<file path="config.mk">
export PLATFORM = sky130hd
export DESIGN_NAME = csr128_unit
export DESIGN_NICKNAME = d
export VERILOG_FILES = /design/src/rtl/csr128_pkg.sv /design/src/rtl/csr128_decode.sv /design/src/rtl/csr128_access_check.sv /design/src/rtl/csr128_legacy_file.sv /design/src/rtl/csr128_unit.sv
export SDC_FILE = /design/constraint.sdc
export NUM_CORES = 1
export LEC_CHECK = 0
export BUFFER_PORTS_ARGS = -buffer_cell sky130_fd_sc_hd__buf_2
export CAP_MARGIN = 20
export CORE_ASPECT_RATIO = 0.9
export CORE_MARGIN = 2
export CORE_UTILIZATION = 50
export CTS_BUF_LIST = sky130_fd_sc_hd__clkbuf_4 sky130_fd_sc_hd__clkbuf_8 sky130_fd_sc_hd__clkbuf_16
export DETAILED_ROUTE_END_ITERATION = 10
export PLACE_DENSITY = 0.75
export SKIP_LAST_GASP = 1
export SYNTH_ARGS = -nofsm -noshare
export SYNTH_HDL_FRONTEND = slang
export SYNTH_SLANG_ARGS = --single-unit
</file>
<file path="constraint.sdc">
create_clock -name clk -period 8.11 [get_ports clk]
set_clock_uncertainty 0.2 [all_clocks]
set_input_delay 0.4055 -clock clk [delete_from_list [all_inputs] [get_ports clk]]
set_output_delay 0.4055 -clock clk [all_outputs]
set_load 0.005 [all_outputs]
</file>
<file path="src/rtl/csr128_pkg.sv">
package csr128_pkg;

  localparam int XLEN      = 128;
  localparam int LEG_W     = 64;
  localparam int LEG_N     = 5;
  localparam int LEG_IDX_W = $clog2(LEG_N);

  typedef enum logic [1:0] {
    VAL_ZERO = 2'd0,
    VAL_MISA = 2'd1,
    VAL_HART = 2'd2
  } fixed_kind_e;

  typedef struct packed {
    logic                 fixed_hit;
    fixed_kind_e          kind;
    logic                 leg_hit;
    logic [LEG_IDX_W-1:0] leg_idx;
  } csr_sel_t;

  localparam logic [1:0] RV128_MXL = 2'b11;

endpackage

</file>
<file path="src/rtl/csr128_decode.sv">
module csr128_decode
  import csr128_pkg::*;
(
  input  logic [11:0] addr,
  output csr_sel_t    sel
);

  always_comb begin
    sel = '0;
    unique case (addr)
      12'hF11, 12'hF12, 12'hF13,
      12'h300, 12'h305, 12'h340,
      12'h341, 12'h180: begin
        sel.fixed_hit = 1'b1;
        sel.kind      = VAL_ZERO;
      end
      12'h301: begin
        sel.fixed_hit = 1'b1;
        sel.kind      = VAL_MISA;
      end
      12'hF14: begin
        sel.fixed_hit = 1'b1;
        sel.kind      = VAL_HART;
      end
      12'h140: begin sel.leg_hit = 1'b1; sel.leg_idx = LEG_IDX_W'(0); end
      12'h141: begin sel.leg_hit = 1'b1; sel.leg_idx = LEG_IDX_W'(1); end
      12'h342: begin sel.leg_hit = 1'b1; sel.leg_idx = LEG_IDX_W'(2); end
      12'h343: begin sel.leg_hit = 1'b1; sel.leg_idx = LEG_IDX_W'(3); end
      12'h640: begin sel.leg_hit = 1'b1; sel.leg_idx = LEG_IDX_W'(4); end
      default: sel = '0;
    endcase
  end

endmodule

</file>
<file path="src/rtl/csr128_access_check.sv">
module csr128_access_check #(
  parameter bit HAS_HYP = 1'b1
) (
  input  logic [11:0] addr,
  input  logic        mask_nz,
  input  logic [1:0]  priv,
  input  logic        virt,
  input  logic        debug,
  input  logic        enable,
  input  logic        exists,
  output logic        illegal
);

  logic [2:0] eff_priv;
  logic [2:0] need_priv;
  logic       read_only;

  assign read_only = (addr[11:10] == 2'b11);
  assign need_priv = {1'b0, addr[9:8]};

  generate
    if (HAS_HYP) begin : g_hyp
      logic raise;
      assign raise    = (priv == 2'b01) && !virt;
      assign eff_priv = {1'b0, priv} + {2'b00, raise};
    end else begin : g_nohyp
      logic unused_virt;
      assign unused_virt = virt;
      assign eff_priv    = {1'b0, priv};
    end
  endgenerate

  // Ordered checks: rights, then global enable, then existence.
  always_comb begin
    if ((mask_nz && read_only) || (!debug && (eff_priv < need_priv)))
      illegal = 1'b1;
    else if (!enable)
      illegal = 1'b1;
    else if (!exists)
      illegal = 1'b1;
    else
      illegal = 1'b0;
  end

endmodule

</file>
<file path="src/rtl/csr128_legacy_file.sv">
module csr128_legacy_file #(
  parameter int N     = 5,
  parameter int W     = 64,
  localparam int IDX_W = (N > 1) ? $clog2(N) : 1
) (
  input  logic             clk,
  input  logic             rst,
  input  logic [IDX_W-1:0] rd_idx,
  output logic [W-1:0]     rd_data,
  input  logic             we,
  input  logic [IDX_W-1:0] wr_idx,
  input  logic [W-1:0]     wr_data
);

  logic [W-1:0] mem [N];

  always_ff @(posedge clk) begin
    if (rst) begin
      for (int i = 0; i < N; i++) mem[i] <= '0;
    end else if (we && (int'(wr_idx) < N)) begin
      mem[wr_idx] <= wr_data;
    end
  end

  assign rd_data = (int'(rd_idx) < N) ? mem[rd_idx] : '0;

endmodule

</file>
<file path="src/rtl/csr128_unit.sv">
module csr128_unit
  import csr128_pkg::*;
#(
  parameter logic [63:0] MISA_EXT = 64'h0000_0000_0014_1185,
  parameter logic [63:0] HART_ID  = 64'h0000_0000_0000_0003,
  parameter bit          HAS_HYP  = 1'b1
) (
  input  logic             clk,
  input  logic             rst,
  input  logic             csr_enable,
  input  logic             req_valid,
  output logic             req_ready,
  input  logic [11:0]      req_addr,
  input  logic [XLEN-1:0]  req_wdata,
  input  logic [XLEN-1:0]  req_wmask,
  input  logic [1:0]       req_priv,
  input  logic             req_virt,
  input  logic             req_debug,
  output logic             resp_valid,
  output logic [XLEN-1:0]  resp_rdata,
  output logic             resp_illegal
);

  localparam int PAD_W = XLEN - LEG_W;

  csr_sel_t            sel;
  logic                accept;
  logic                illegal;
  logic [LEG_W-1:0]    leg_old;
  logic [LEG_W-1:0]    leg_new;
  logic                leg_we;
  logic [XLEN-1:0]     old_val;
  logic                unused_hi;

  assign accept    = req_valid && req_ready;
  assign unused_hi = ^req_wdata[XLEN-1:LEG_W];

  csr128_decode u_dec (
    .addr (req_addr),
    .sel  (sel)
  );

  csr128_access_check #(.HAS_HYP(HAS_HYP)) u_chk (
    .addr    (req_addr),
    .mask_nz (|req_wmask),
    .priv    (req_priv),
    .virt    (req_virt),
    .debug   (req_debug),
    .enable  (csr_enable),
    .exists  (sel.fixed_hit || sel.leg_hit),
    .illegal (illegal)
  );

  csr128_legacy_file #(.N(LEG_N), .W(LEG_W)) u_leg (
    .clk     (clk),
    .rst     (rst),
    .rd_idx  (sel.leg_idx),
    .rd_data (leg_old),
    .we      (leg_we),
    .wr_idx  (sel.leg_idx),
    .wr_data (leg_new)
  );

  assign leg_new = (leg_old & ~req_wmask[LEG_W-1:0]) |
                   (req_wdata[LEG_W-1:0] & req_wmask[LEG_W-1:0]);
  assign leg_we  = accept && !illegal && sel.leg_hit && (|req_wmask[LEG_W-1:0]);

  always_comb begin
    old_val = '0;
    if (sel.fixed_hit) begin
      unique case (sel.kind)
        VAL_MISA: old_val = {RV128_MXL, {(PAD_W-2){1'b0}}, MISA_EXT};
        VAL_HART: old_val = {{PAD_W{1'b0}}, HART_ID};
        default:  old_val = '0;
      endcase
    end else if (sel.leg_hit) begin
      old_val = {{PAD_W{1'b0}}, leg_old};
    end
  end

  always_ff @(posedge clk) begin
    if (rst) begin
      req_ready    <= 1'b0;
      resp_valid   <= 1'b0;
      resp_rdata   <= '0;
      resp_illegal <= 1'b0;
    end else begin
      req_ready  <= 1'b1;
      resp_valid <= accept;
      if (accept) begin
        resp_illegal <= illegal;
        resp_rdata   <= illegal ? '0 : old_val;
      end
    end
  end

endmodule

</file>
# Yosys cells after proc, flatten, opt, wreduce, memory -nomap -nowiden
# Memories as Yosys holds them, arrays and structs flattened.
# Cells that the tools add are included.
# totals
regBits	131
mem_bits_rw	320
inputBits	276
output_inout_bits	131
word_cells	67
mem_count	1
# mem_list
memory	words	width	rd	rd_clocked_by_memory_dff	wr	line	rtl
u_leg.mem	5	64	1	0	5	csr128_legacy_file.sv:15	logic [W-1:0] mem [N];
# classes
add_sub_neg	1
n_lt_le_gt_ge	2
eq_ne	19
muxes	19
n_bitwise	4
reduce_logical	17
# ops
operator	count
$mux 128	2
$pmux 128 s2	1
$mux 64	3
$and 64x64->64	2
$reduce_or 128->1	1
$reduce_or 64->1	2
$eq 12x10->1 const B	7
$not 64->64	1
$or 64x64->64	1
$eq 12x12->1 const B	4
$eq 12x9->1 const B	3
$pmux 4 s5	1
$eq 12x11->1 const B	1
$mux 1	10
$pmux 3 s3	1
$logic_and 1x1->1	8
$reduce_or 8->1	1
$eq 2x1->1 const B	2
$eq 2x2->1 const B	2
$add 2x1->3	1
$logic_not 1->1	3
$lt 3x2->1	1
$lt 3x3->1 const B	1
$mux 3	1
$logic_or 1x1->1	2

# Depth between registers and ports, before layout
# logic_depth
word_depth	17
mapped_depth	13
mapped_depth_nobuf	10

# Cells and area by module
# Synthesis repeated with hierarchy kept, for this count alone.
# unflattened
hier_cells	1445
area_unflattened_um2	18520.3
# by_module_without_submodules
mod	instances	cells_each	area_per_inst_um2	seq_area_each_um2
csr128_legacy_file	1	984	14378.8	9609.2
csr128_unit	1	417	3844.9	1361.3
csr128_decode	1	33	206.4	0.0
csr128_access_check	1	11	90.1	0.0

# Worst setup path after synthesis
# Ideal clock, no wire load.
# synth_timing
kind	in2reg
start	input req_priv[1]
end	memory u_leg.mem[1][0] (enable)
setup_ps	424
t_arrival_ps	4258
path_slack_ps	3228
path_stages	11
path_buffers	2
path_cell_list	nor3b_1 ha_1 inv_1 fa_1 o311ai_1 nand3_1 nor4_1 nand4_1 clkbuf_1 clkbuf_1 nand2_1
# synth_rtl
item	line	rtl
start, declared	csr128_unit.sv:16	input logic [1:0] req_priv,
end, declared	csr128_legacy_file.sv:15	

==> flow_summary_export.csv <==
group,metric,value,unit
cts,cts-hold-fix-buffers,2,
drt,finalWirelength,49900,um
sta,rsz0062_at_grt,"no",
worst_setup_path,cp_cell_sequence,"buf_2 > nor4_1 > nand4_1 > nor4_1 > nor4_1 > buf_2 > nand3_4 > buf_4 > nand2_4",
pwr,p_clk_share,43.5,%
drt,routed_via_density,5.82,
worst_setup_path,slowest_stage,"nor4_1",
cts,htree_levels,2,
grt,antenna_found_initial,2,
drt,vias,13671,
worst_setup_path,crit_type,"in2reg",
placement,post-dp-hpwl,29800,um
cts,cts_max_path_buffers,3,
pwr,p_int,0.00346,W
cts,cts_root_buffer,"clkbuf_16",
synthesis,ys_types,65,
grt,grt_usage,26.0,%
cells_and_area,nNetsFinal,2127,
worst_setup_path,path_max_fanout,65,
pwr,ir_worst_vdd,0.146,mV
sta,min_period_over_period,56.0,%
synthesis,yosysWarnings,0,
min_path,hp-class,"in2reg",
min_path,min-delay-start,"req_wdata[46]",
pwr,p_sw_share,21.6,%
drt,drc,0,
synthesis,ys_seq_elements,388,
pwr,p_per_area,212,mW/mm^2
cts,cts_tree,"done",
sta,hold_viol_final,0,
cts,clock_latency,0.53,ns
synthesis,netlist_area,0.0178,sq mm
cells_and_area,postLayoutCoreUtil,59.2,%
cts,clkTransAtPathRegs,0.06,ns
cells_and_area,syn2layout_area_growth,16.6,%
outcome,run_status,"finished, final reports clean",
pwr,combPwrFrac,6.2,%
run,max-cap-violations,0,
grt,first_global_vias,13440,
drt,postRouteAntennaNets,0,
sta,min_period,4.55,ns
sta,final_max_slew_viol_count,0,
sta,setup_viol,0,
pwr,switchingPower,0.000955,W
pwr,seqPwrFrac,50.3,%
sta,maxClockFrequency,220,MHz
floorplan,start_util,50.8,%
worst_setup_path,cp-startpoint,"req_wmask[28]",
synthesis,avgSynthCellArea,11.2,sq um
cts,post_cts_buffers,0,
drt,dr.pass1.iters,5,
min_path,worstHoldPathCells,4,
placement,gp_congestion,0.833,
sta,tns,0,ns
synthesis,async_flop_share,0,%
floorplan,die_h,183,um
worst_setup_path,cp.required,7.94,ns
synthesis,syn_inst,1599,
cells_and_area,drive_above_1_share,26.2,%
cts,cts.sinks,388,
sta,slew_headroom,23.8,%
worst_setup_path,end_kind,"register",
worst_setup_path,crit_top_cell,"nor4_1",
floorplan,die_x,203,um
placement,io_buffers,280,
pwr,p_leak,8.24,nW
worst_setup_path,crit-reg2reg-launch,"req_ready$_DFF_P_",
worst_setup_path,startpoint_type,"input pin",
worst_setup_path,cpPeakStageDelay,0.80,ns
floorplan,core-area,0.0351,sq mm
drt,route.detailed.wl_per_inst,21.2,um
synthesis,synth-edff-count,320,
worst_setup_path,rr_worst_depth,7,
drt,drt_iter0_markers,1215,
cts,numCtsBuffers,42,
synthesis,yosys_most_used_dff,"edfxtp_1",
synthesis,synth.yosys.seq_area_share,61.5,%
sta,tightestPinTransition,1.13,ns
synthesis,synthTopCellsByArea,"edfxtp_1, nor2_1, dfxtp_1",
grt,grt_overflow_total,0,
synthesis,yosys.area.top_type,"edfxtp_1",
floorplan,dieArea,0.0372,sq mm
floorplan,pin_count,407,
floorplan,row_count,65,
cts,cts.repair.resized,0,
synthesis,synth.top_cell.area_share,53.8,%
worst_setup_path,crit_arrival,4.37,ns
grt,grt_max_degree,66,
grt,grt_pass1_wl,74500,um
==> layout by cell type, fill, tap and decap left out, types with 3 or more instances in the layout <==
cell	instances
o41a_2	19
a22o_1	7
mux2i_1	8
nor4_1	40
or4b_2	3
mux2_2	58
clkinv_2	7
nor2_1	422
nand2_1	129
o21ai_1	22
nand2_4	5
clkbuf_16	45
nor3b_1	4
a222oi_1	6
o21ai_2	20
o22ai_1	58
dfxtp_1	68
o21a_1	6
buf_2	280
o41a_1	37
o41ai_1	7
and3_1	3
ha_1	5
clkbuf_4	14
nand3b_1	3
buf_4	12
or3_1	63
o21ai_0	26
nor3_1	7
a21oi_1	20
inv_1	15
nand4_1	13
clkinv_1	4
edfxtp_1	320
conb_1	62
clkbuf_8	6
==> cell type report <==
cell class                      instances  area (sq um)
Antenna cell                            2          5.00
Clock buffer                           65          1310
Clock inverter                         13          92.6
Fill cell                            2906         14300
Inverter                               16          60.1
Multi-Input combinational cell       1099          6200
Sequential cell                       388         11000
Tap cell                              469           587
Timing Repair Buffer                  298          1590
==> critical path: cells and delay by family <==
kind | cells | cell delay (ns)
simple gates | 6 | 2.86
buf+inv | 3 | 1.07
==> path summary, 6_finish.rpt <==
check                              endpoint  slack [ns]
max          u_leg.mem[3][26]$_SDFFCE_PN0P_        3.56
min          u_leg.mem[4][46]$_SDFFCE_PN0P_        0.13
max reg2reg  u_leg.mem[2][31]$_SDFFCE_PN0P_        4.38
min reg2reg     resp_rdata[27]$_SDFFE_PP0P_        0.24
==> per-layer routing <==
layer / share of wire [%] / track usage [%] / up-vias
li1: - / - / 6224
met1: 40 / 34.0 / 6651
met2: 48 / 44.7 / 685
met3: 7.9 / 3.13 / 111
met4: 3.4 / 10.0 / 0
met5: 0 / 0 / -
==> cell usage after synthesis, types with 7 or more instances <==
cell type    n
o21ai_1     22
edfxtp_1   320
a22o_1       7
o41ai_1      7
o21ai_2     20
mux2i_1      8
inv_1       15
nor2_1     422
nor4_1      40
nand2_1    135
dfxtp_1     68
buf_4       65
o41a_1      37
a21oi_1     21
o41a_2      19
buf_2       16
nor3_1       7
mux2_2      58
o21ai_0     26
buf_6        8
clkbuf_1    62
or3_1       63
nand4_1     13
o22ai_1     58
==> per-stage QoR <==
| stage | cells | hold slack, ns | worst slack [ns] | instance area (sq um) | total power, W |
|---|---|---|---|---|---|
| 2_1_floorplan | 1660 | 0.245 | 3.23 | 18100 | 0.00243 |
| 3_3_place_gp | 2263 | 0.232 | 2.91 | 19300 | 0.00252 |
| 3_5_place_dp | 2265 | 0.236 | 3.12 | 19300 | 0.00253 |
| 4_1_cts | 2345 | 0.129 | 3.65 | 20700 | 0.00442 |
| 5_1_grt | 2350 | 0.155 | 3.41 | 20800 | 0.00453 |
| 6_report | 2350 | 0.131 | 3.56 | 20800 | 0.00441 |
==> sequential cells by signal, indices dropped and copies added, names as in the netlist <==
signal        count
req_ready         1
resp_illegal      1
resp_rdata       65
resp_valid        1
u_leg.mem       320
==> power by group through the flow <==
| stage | clock network, W | registers, W | logic (W) |
|---|---|---|---|
| global route | 0.00201 | 0.00222 | 0.000297 |
| finish | 0.00192 | 0.00222 | 0.000273 |
| global placement | 0 | 0.00226 | 0.000262 |
| detailed placement | 0 | 0.00226 | 0.000266 |
| floorplan | 0 | 0.00226 | 0.000168 |
| CTS | 0.00193 | 0.00222 | 0.000268 |
==> cell families after synthesis <==
group | after synthesis | synth area share (%)
and+or+nand+nor | 724 | 18.0
AOI/OAI and AO/OA | 239 | 10.4
muxes | 66 | 4.11
adders and majority gates | 6 | 0.463
xor gates and xnor gates | 2 | 0.0982
DFF | 388 | 61.5
buffers and inverters | 173 | 5.46
other | 1 | 0.0210
No activity file was read; power rests on OpenSTA's default activity.
